<file path="src/rtl/cle_pkg.sv">
package cle_pkg;

    localparam int unsigned CLE_K = 2;

    typedef enum logic [1:0] {
        SR_CLEAR  = 2'b00,
        SR_PASS_A = 2'b01,
        SR_PASS_B = 2'b10,
        SR_SET    = 2'b11
    } sr_mode_e;

    typedef struct packed {
        logic set;
        logic clr;
    } ff_ctrl_t;

    function automatic int unsigned lut_size(input int unsigned k);
        return 32'd1 << k;
    endfunction

    function automatic int unsigned cfg_width(input int unsigned k);
        return lut_size(k) + 3;
    endfunction

    function automatic ff_ctrl_t decode_sr(input sr_mode_e mode, input logic prog);
        ff_ctrl_t c;
        c.set = (mode == SR_SET) && !prog;
        c.clr = (mode == SR_CLEAR) || prog;
        return c;
    endfunction

endpackage

</file>
<file path="src/rtl/cle_cfg_reg.sv">
module cle_cfg_reg #(
    parameter int unsigned CFG_W = 7
) (
    input  logic             clk,
    input  logic             rst,
    input  logic             prog_en_i,
    input  logic [CFG_W-1:0] cfg_d_i,
    output logic [CFG_W-1:0] cfg_q_o
);

    always_ff @(posedge clk) begin
        if (rst) begin
            cfg_q_o <= '0;
        end else if (prog_en_i) begin
            cfg_q_o <= cfg_d_i;
        end
    end

    // a word presented in program mode is held after the edge
    a_r2_load: assert property (@(posedge clk) disable iff (rst)
        prog_en_i |=> (cfg_q_o == $past(cfg_d_i)));

    // outside program mode the stored word does not move
    a_r2_hold: assert property (@(posedge clk) disable iff (rst)
        !prog_en_i |=> $stable(cfg_q_o));

endmodule

</file>
<file path="src/rtl/cle_lut.sv">
module cle_lut #(
    parameter int unsigned K = 2
) (
    input  logic [(1<<K)-1:0] tt_i,
    input  logic [K-1:0]      sel_i,
    output logic              y_o
);

    localparam int unsigned N = 1 << K;

    logic [N-1:0] rev;

    // reversed select order: select value v reads truth bit N-1-v
    for (genvar i = 0; i < N; i++) begin : g_rev
        assign rev[i] = tt_i[N-1-i];
    end

    assign y_o = rev[sel_i];

endmodule

</file>
<file path="src/rtl/cle_sr_decode.sv">
module cle_sr_decode
    import cle_pkg::*;
(
    input  logic [1:0] sr_bits_i,
    input  logic       prog_en_i,
    output ff_ctrl_t   ctrl_o
);

    sr_mode_e mode;

    assign mode   = sr_mode_e'(sr_bits_i);
    assign ctrl_o = decode_sr(mode, prog_en_i);

endmodule

</file>
<file path="src/rtl/cle_dff.sv">
module cle_dff (
    input  logic clk,
    input  logic rst,
    input  logic set_i,
    input  logic clr_i,
    input  logic d_i,
    output logic q_o
);

    always_ff @(posedge clk) begin
        if (rst) begin
            q_o <= 1'b0;
        end else if (set_i) begin
            q_o <= 1'b1;
        end else if (clr_i) begin
            q_o <= 1'b0;
        end else begin
            q_o <= d_i;
        end
    end

    // set and clear from the decoder are never active together
    a_r5_sr_exclusive: assert property (@(posedge clk) disable iff (rst)
        !(set_i && clr_i));

    a_r5_set_wins: assert property (@(posedge clk) disable iff (rst)
        set_i |=> q_o);

    a_r6_clear_wins: assert property (@(posedge clk) disable iff (rst)
        clr_i |=> !q_o);

    a_r7_capture: assert property (@(posedge clk) disable iff (rst)
        (!set_i && !clr_i) |=> (q_o == $past(d_i)));

endmodule

</file>
<file path="src/rtl/cle_logic_element.sv">
module cle_logic_element
    import cle_pkg::*;
#(
    parameter int unsigned K = CLE_K
) (
    input  logic                            clk,
    input  logic                            rst,
    input  logic                            prog_en,
    input  logic [cfg_width(K)-1:0]         cfg_data,
    input  logic [K-1:0]                    lut_in,
    output logic                            le_out
);

    localparam int unsigned LUT_N  = lut_size(K);
    localparam int unsigned CFG_W  = cfg_width(K);
    localparam int unsigned SR_LSB = LUT_N;
    localparam int unsigned OSEL   = LUT_N + 2;

    logic [CFG_W-1:0] cfg_q;
    logic             lut_y;
    ff_ctrl_t         ctrl;
    logic             ff_q;

    cle_cfg_reg #(.CFG_W(CFG_W)) cfg_i (
        .clk       (clk),
        .rst       (rst),
        .prog_en_i (prog_en),
        .cfg_d_i   (cfg_data),
        .cfg_q_o   (cfg_q)
    );

    cle_lut #(.K(K)) lut_i (
        .tt_i  (cfg_q[LUT_N-1:0]),
        .sel_i (lut_in),
        .y_o   (lut_y)
    );

    cle_sr_decode sr_i (
        .sr_bits_i (cfg_q[SR_LSB+1:SR_LSB]),
        .prog_en_i (prog_en),
        .ctrl_o    (ctrl)
    );

    cle_dff ff_i (
        .clk   (clk),
        .rst   (rst),
        .set_i (ctrl.set),
        .clr_i (ctrl.clr),
        .d_i   (lut_y),
        .q_o   (ff_q)
    );

    assign le_out = cfg_q[OSEL] ? ff_q : lut_y;

    // program mode leaves the flip-flop cleared
    a_r8_prog_clear: assert property (@(posedge clk) disable iff (rst)
        prog_en |=> !ff_q);

    // one cycle after reset both the register and the flip-flop read zero
    a_r1_reset_state: assert property (@(posedge clk)
        rst |=> (cfg_q == '0 && !ff_q));

endmodule

</file>
<file path="config.mk">
export PLATFORM = sky130hd
export DESIGN_NAME = cle_logic_element
export DESIGN_NICKNAME = d
export VERILOG_FILES = /design/src/rtl/cle_pkg.sv /design/src/rtl/cle_cfg_reg.sv /design/src/rtl/cle_lut.sv /design/src/rtl/cle_sr_decode.sv /design/src/rtl/cle_dff.sv /design/src/rtl/cle_logic_element.sv
export SDC_FILE = /design/constraint.sdc
export NUM_CORES = 1
export LEC_CHECK = 0
export BUFFER_PORTS_ARGS = -buffer_cell sky130_fd_sc_hd__buf_2
export CORE_AREA = 10 10 47 49
export CTS_CLUSTER_DIAMETER = 80
export DETAILED_ROUTE_END_ITERATION = 10
export DIE_AREA = 0 0 57 59
export GPL_TIMING_DRIVEN = 0
export SLEW_MARGIN = 20
export SYNTH_ARGS = -nofsm -noshare
export SYNTH_HDL_FRONTEND = slang
export SYNTH_SLANG_ARGS = --single-unit
</file>
<file path="constraint.sdc">
create_clock -name clk -period 2.5 [get_ports clk]
set_input_delay 0.25 -clock clk [delete_from_list [all_inputs] [get_ports clk]]
set_output_delay 0.25 -clock clk [all_outputs]
set_load 0.02 [all_outputs]
</file>
# Word-level counts from Yosys, hierarchy flattened
# Cells that the tools add are included.
dict set report classes {
  magnitude_cmp 1
  n_mul 0
  div 0
  n_shift 0
  bitwise_logic 0
  n_eq_ne 1
  mux 5
  add_sub_neg 0
  n_reduce_logical 4
}
# op n
set op_table {}
lappend op_table {{$mux 1} 4}
lappend op_table {{$lt 2x3->1 const B} 1}
lappend op_table {{$bmux 1 s2} 1}
lappend op_table {{$eq 2x2->1 const B} 1}
lappend op_table {{$logic_not 2->1} 1}
lappend op_table {{$logic_and 1x1->1} 1}
lappend op_table {{$logic_not 1->1} 1}
lappend op_table {{$logic_or 1x1->1} 1}
dict set report totals {
  mem_bits_ro 0
  input_bits 12
  ff_bits 8
  mem_bits_rw 0
  latchBits 0
  n_memories 0
}

# Longest topological paths before layout
dict set report depth {
  depth_word 4
  ltp_mapped 3
  depth_no_buf 3
}

# Cells and area by module
# A second synthesis with hierarchy kept.
dict set report unflattened {
  cells_unflattened 30
  area_unflattened_um2 340.3
}
# module n_inst area_each_um2 cells_each
set modules_own_cells {}
lappend modules_own_cells {cle_cfg_reg 1 247.7 22}
lappend modules_own_cells {cle_dff 1 38.8 4}
lappend modules_own_cells {cle_lut 1 22.5 1}
lappend modules_own_cells {cle_sr_decode 1 16.3 2}
lappend modules_own_cells {cle_logic_element 1 15.0 1}

# Least setup slack after synthesis
# OpenSTA, ideal clock, no wires.
dict set report synth_timing {
  path_kind {flip-flop to output port}
  startpoint {register cfg_i.cfg_q_o[0]}
  endpoint {output le_out}
  slack_ns 1.167
  required_time_ns 2.250
  stages_incl_launch_ff 3
  t_arrival_ns 1.083
  path_buffers 0
  cell_sequence {dfxtp_1 mux4_2 mux2_2}
}
dict set report synth_via {
  elab_chain_len 3
}
# item line
set synth_lines {}
lappend synth_lines {{start: declaration} cle_cfg_reg.sv:8} ;# output logic [CFG_W-1:0] cfg_q_o
lappend synth_lines {{start signal: assignment} cle_cfg_reg.sv:15} ;# cfg_q_o <= cfg_d_i;
lappend synth_lines {{$bmux 1 s2} cle_lut.sv:18} ;# assign y_o = rev[sel_i];
lappend synth_lines {{$mux 1 (not written as such)} cle_lut.sv:18}
lappend synth_lines {{$mux 1} cle_logic_element.sv:53} ;# assign le_out = cfg_q[OSEL] ? ff_q : lut_y;
lappend synth_lines {{end: declaration} cle_logic_element.sv:11} ;# output logic le_out
# No other way between the ends. The select of a mux whose other input is x is not followed.

# Worst setup path after layout
# Ends and elaborated chain as after synthesis.

==> flow_summary.json <==
{
  "path_class": "register to output pin",
  "crit_path_start_kind": "register",
  "grt_pass1_vias": 297,
  "worstPathArrival_ns": 1.48,
  "seq_area_frac_synth_pct": 50.8,
  "endpoint_kind": "output pin",
  "hold_violations": 0,
  "yosysWarnings": 0,
  "grt_usage_pct": 4.72,
  "synth.avg_cell_area_sq_um": 10.9,
  "cts_resized": 0,
  "worst_pin_slew_ns": 0.326,
  "grt_pass1_wl_microns": 1200,
  "fillerInstances": 163,
  "rows": 14,
  "fmax_mhz": 578,
  "startpoint": "cfg_i.cfg_q_o[0]$_SDFFE_PP0P_",
  "cts.path.max_buffers": 2,
  "htree_levels": 1,
  "num_antenna_cells": 0,
  "ctsHoldBuffers": 0,
  "die_x_microns": 57,
  "start_util_pct": 22.5,
  "ys_ff_latch": 8,
  "postSynthCellCount": 29,
  "period_share_pct": 69.2,
  "slew_headroom_pct": 78.3,
  "regToRegStartpoint": "cfg_i.cfg_q_o[0]$_SDFFE_PP0P_",
  "area_delta_synth_final_pct": 29.4,
  "p_leak_nw": 0.192,
  "path_max_fanout": 3,
  "ff_latch_area_sq_um": 160,
  "period_needed_ns": 1.73,
  "clkTransAtPathRegs_ns": 0.05,
  "cts_tree": "built",
  "die-area_sq_um": 3360,
  "routabilityCongestion": 0.704,
  "synth_nets": 41,
  "port_buffers": 10,
  "hold_class": "input pin to register",
  "ir_worst_vdd_mv": 0.343,
  "synth.distinct_cells": 10,
  "drcViolationCount": 0,
  "cts_made_buffers": 3,
  "status": "completed",
  "cellPowerDensity_nw_per_um2": 657,
  "maxSlewViolCount": 0,
  "routed_wl_microns": 674,
  "grt_max_degree": 9,
  "setup_viol": 0,
  "grt-ovfl-total": 0,
  "io_pins": 13,
  "cts_sinks": 8,
  "layout_common_cells": "buf_2 (11), dfxtp_1 (8), mux2i_1 (7), nor2_1 (7), clkbuf_4 (3)",
  "multiInputGateArea_sq_um": 146,
  "critPathRequiredTime_ns": 2.25,
  "rsz0062_at_grt": "false",
  "hp-start": "cfg_data[6]",
  "fin_tns_setup_ns": 0,
  "cts_setup_buffers": 0,
  "place.detailed.hpwl_microns": 536,
  "insertion_delay_ns": 0.25,
  "ant_nets": 0,
  "maxCapViolations": 0,
  "routedWlPerCell_microns": 11.6,
  "drive_above_1_share_pct": 38.1,
  "instances_no_fill": 58,
  "layout_commonest_cell": "buf_2",
  "drt_iter0_drc": 6,
  "firstDrtPassIters": 2,
  "core_region_area_sq_um": 1400,
  "antenna_found_initial": 0,
  "viasPerCell": 4.21,
  "cts-root-buf": "clkbuf_4",
  "place_inst": 55,
  "clock-skew-final_ns": 0.000851,
  "fin_util_pct": 29.1,
  "die_h_microns": 59,
  "num_vias": 244,
  "synth_area_sq_um": 315,
  "nNetsFinal": 56
}
-- logic make-up (layout without fill, tap and decap cells) --
| group | count (synthesis) | in the layout | share of synthesized area [%] |
|---|---|---|---|
| DFF | 8 | 8 | 50.8 |
| buffers and inverters | 2 | 15 | 2.78 |
| muxes | 9 | 9 | 32.9 |
| AOI/OAI and AO/OA | 2 | 2 | 3.97 |
| and+or+nand+nor | 8 | 8 | 9.52 |
-- per-stage QoR --
stage	power (W)	hold WS (ns)	instance area, sq um	worst slack [ns]
floorplan	0.000161	0.397	315	1.17
global placement	0.000172	0.469	385	0.949
detailed placement	0.000173	0.473	385	0.946
CTS	0.000272	0.233	408	0.749
global route	0.000288	0.241	408	0.713
finish	0.000268	0.233	408	0.769
-- layer usage --
metal  share of wire, %  global-route usage [%]  vias to the layer above
li1                   -                       -                      127
met4                  0                    2.01                        0
met1                 43                    4.67                      106
met5                  0                       0                        -
met3                 14                    5.15                        0
met2                 42                    6.20                       11
-- Yosys cell counts --
master,count,share of area [%]
dfxtp_1,8,51
mux2i_1,7,22
nor2_1,7,8.3
a211oi_1,1,2.4
buf_1,1,1.2
buf_2,1,1.6
mux2_2,1,3.6
mux4_2,1,7.1
nand2_1,1,1.2
o21ai_0,1,1.6
-- critical path, cell delays in order (launching register included) --
cell and delay, ns:
dfxtp_1 0.30, mux4_2 0.49, mux2_2 0.28, buf_2 0.16
-- state kept, by name, indices dropped and copies added (netlist names) --
register,cells
cfg_i.cfg_q_o,7
ff_i.q_o,1
-- worst paths after layout --
kind                                   endpoint  slack, ns  cells past startpoint
hold reg to reg             ff_i.q_o$_SDFF_PP0_       0.48                      2
hold / removal    cfg_i.cfg_q_o[6]$_SDFFE_PP0P_       0.23                      3
setup / recovery                         le_out       0.77                      3
setup reg to reg            ff_i.q_o$_SDFF_PP0_       1.34                      3
-- final cells by class --
cell class	count	share of cell area (%)
well taps	16	4.91
plain buffers	2	2.15
flip-flops and latches	8	39.3
multi-input cells	19	35.9
repair buffers	10	12.3
clock buffers	3	5.52
-- report_power, final --
| group | switching, W | internal, W | total [W] |
|---|---|---|---|
| registers | 0.00000336 | 0.000135 | 0.000138 |
| logic | 0.0000142 | 0.0000172 | 0.0000314 |
| clock network | 0.0000437 | 0.0000549 | 0.0000986 |
(Power assumes the default switching activity.)
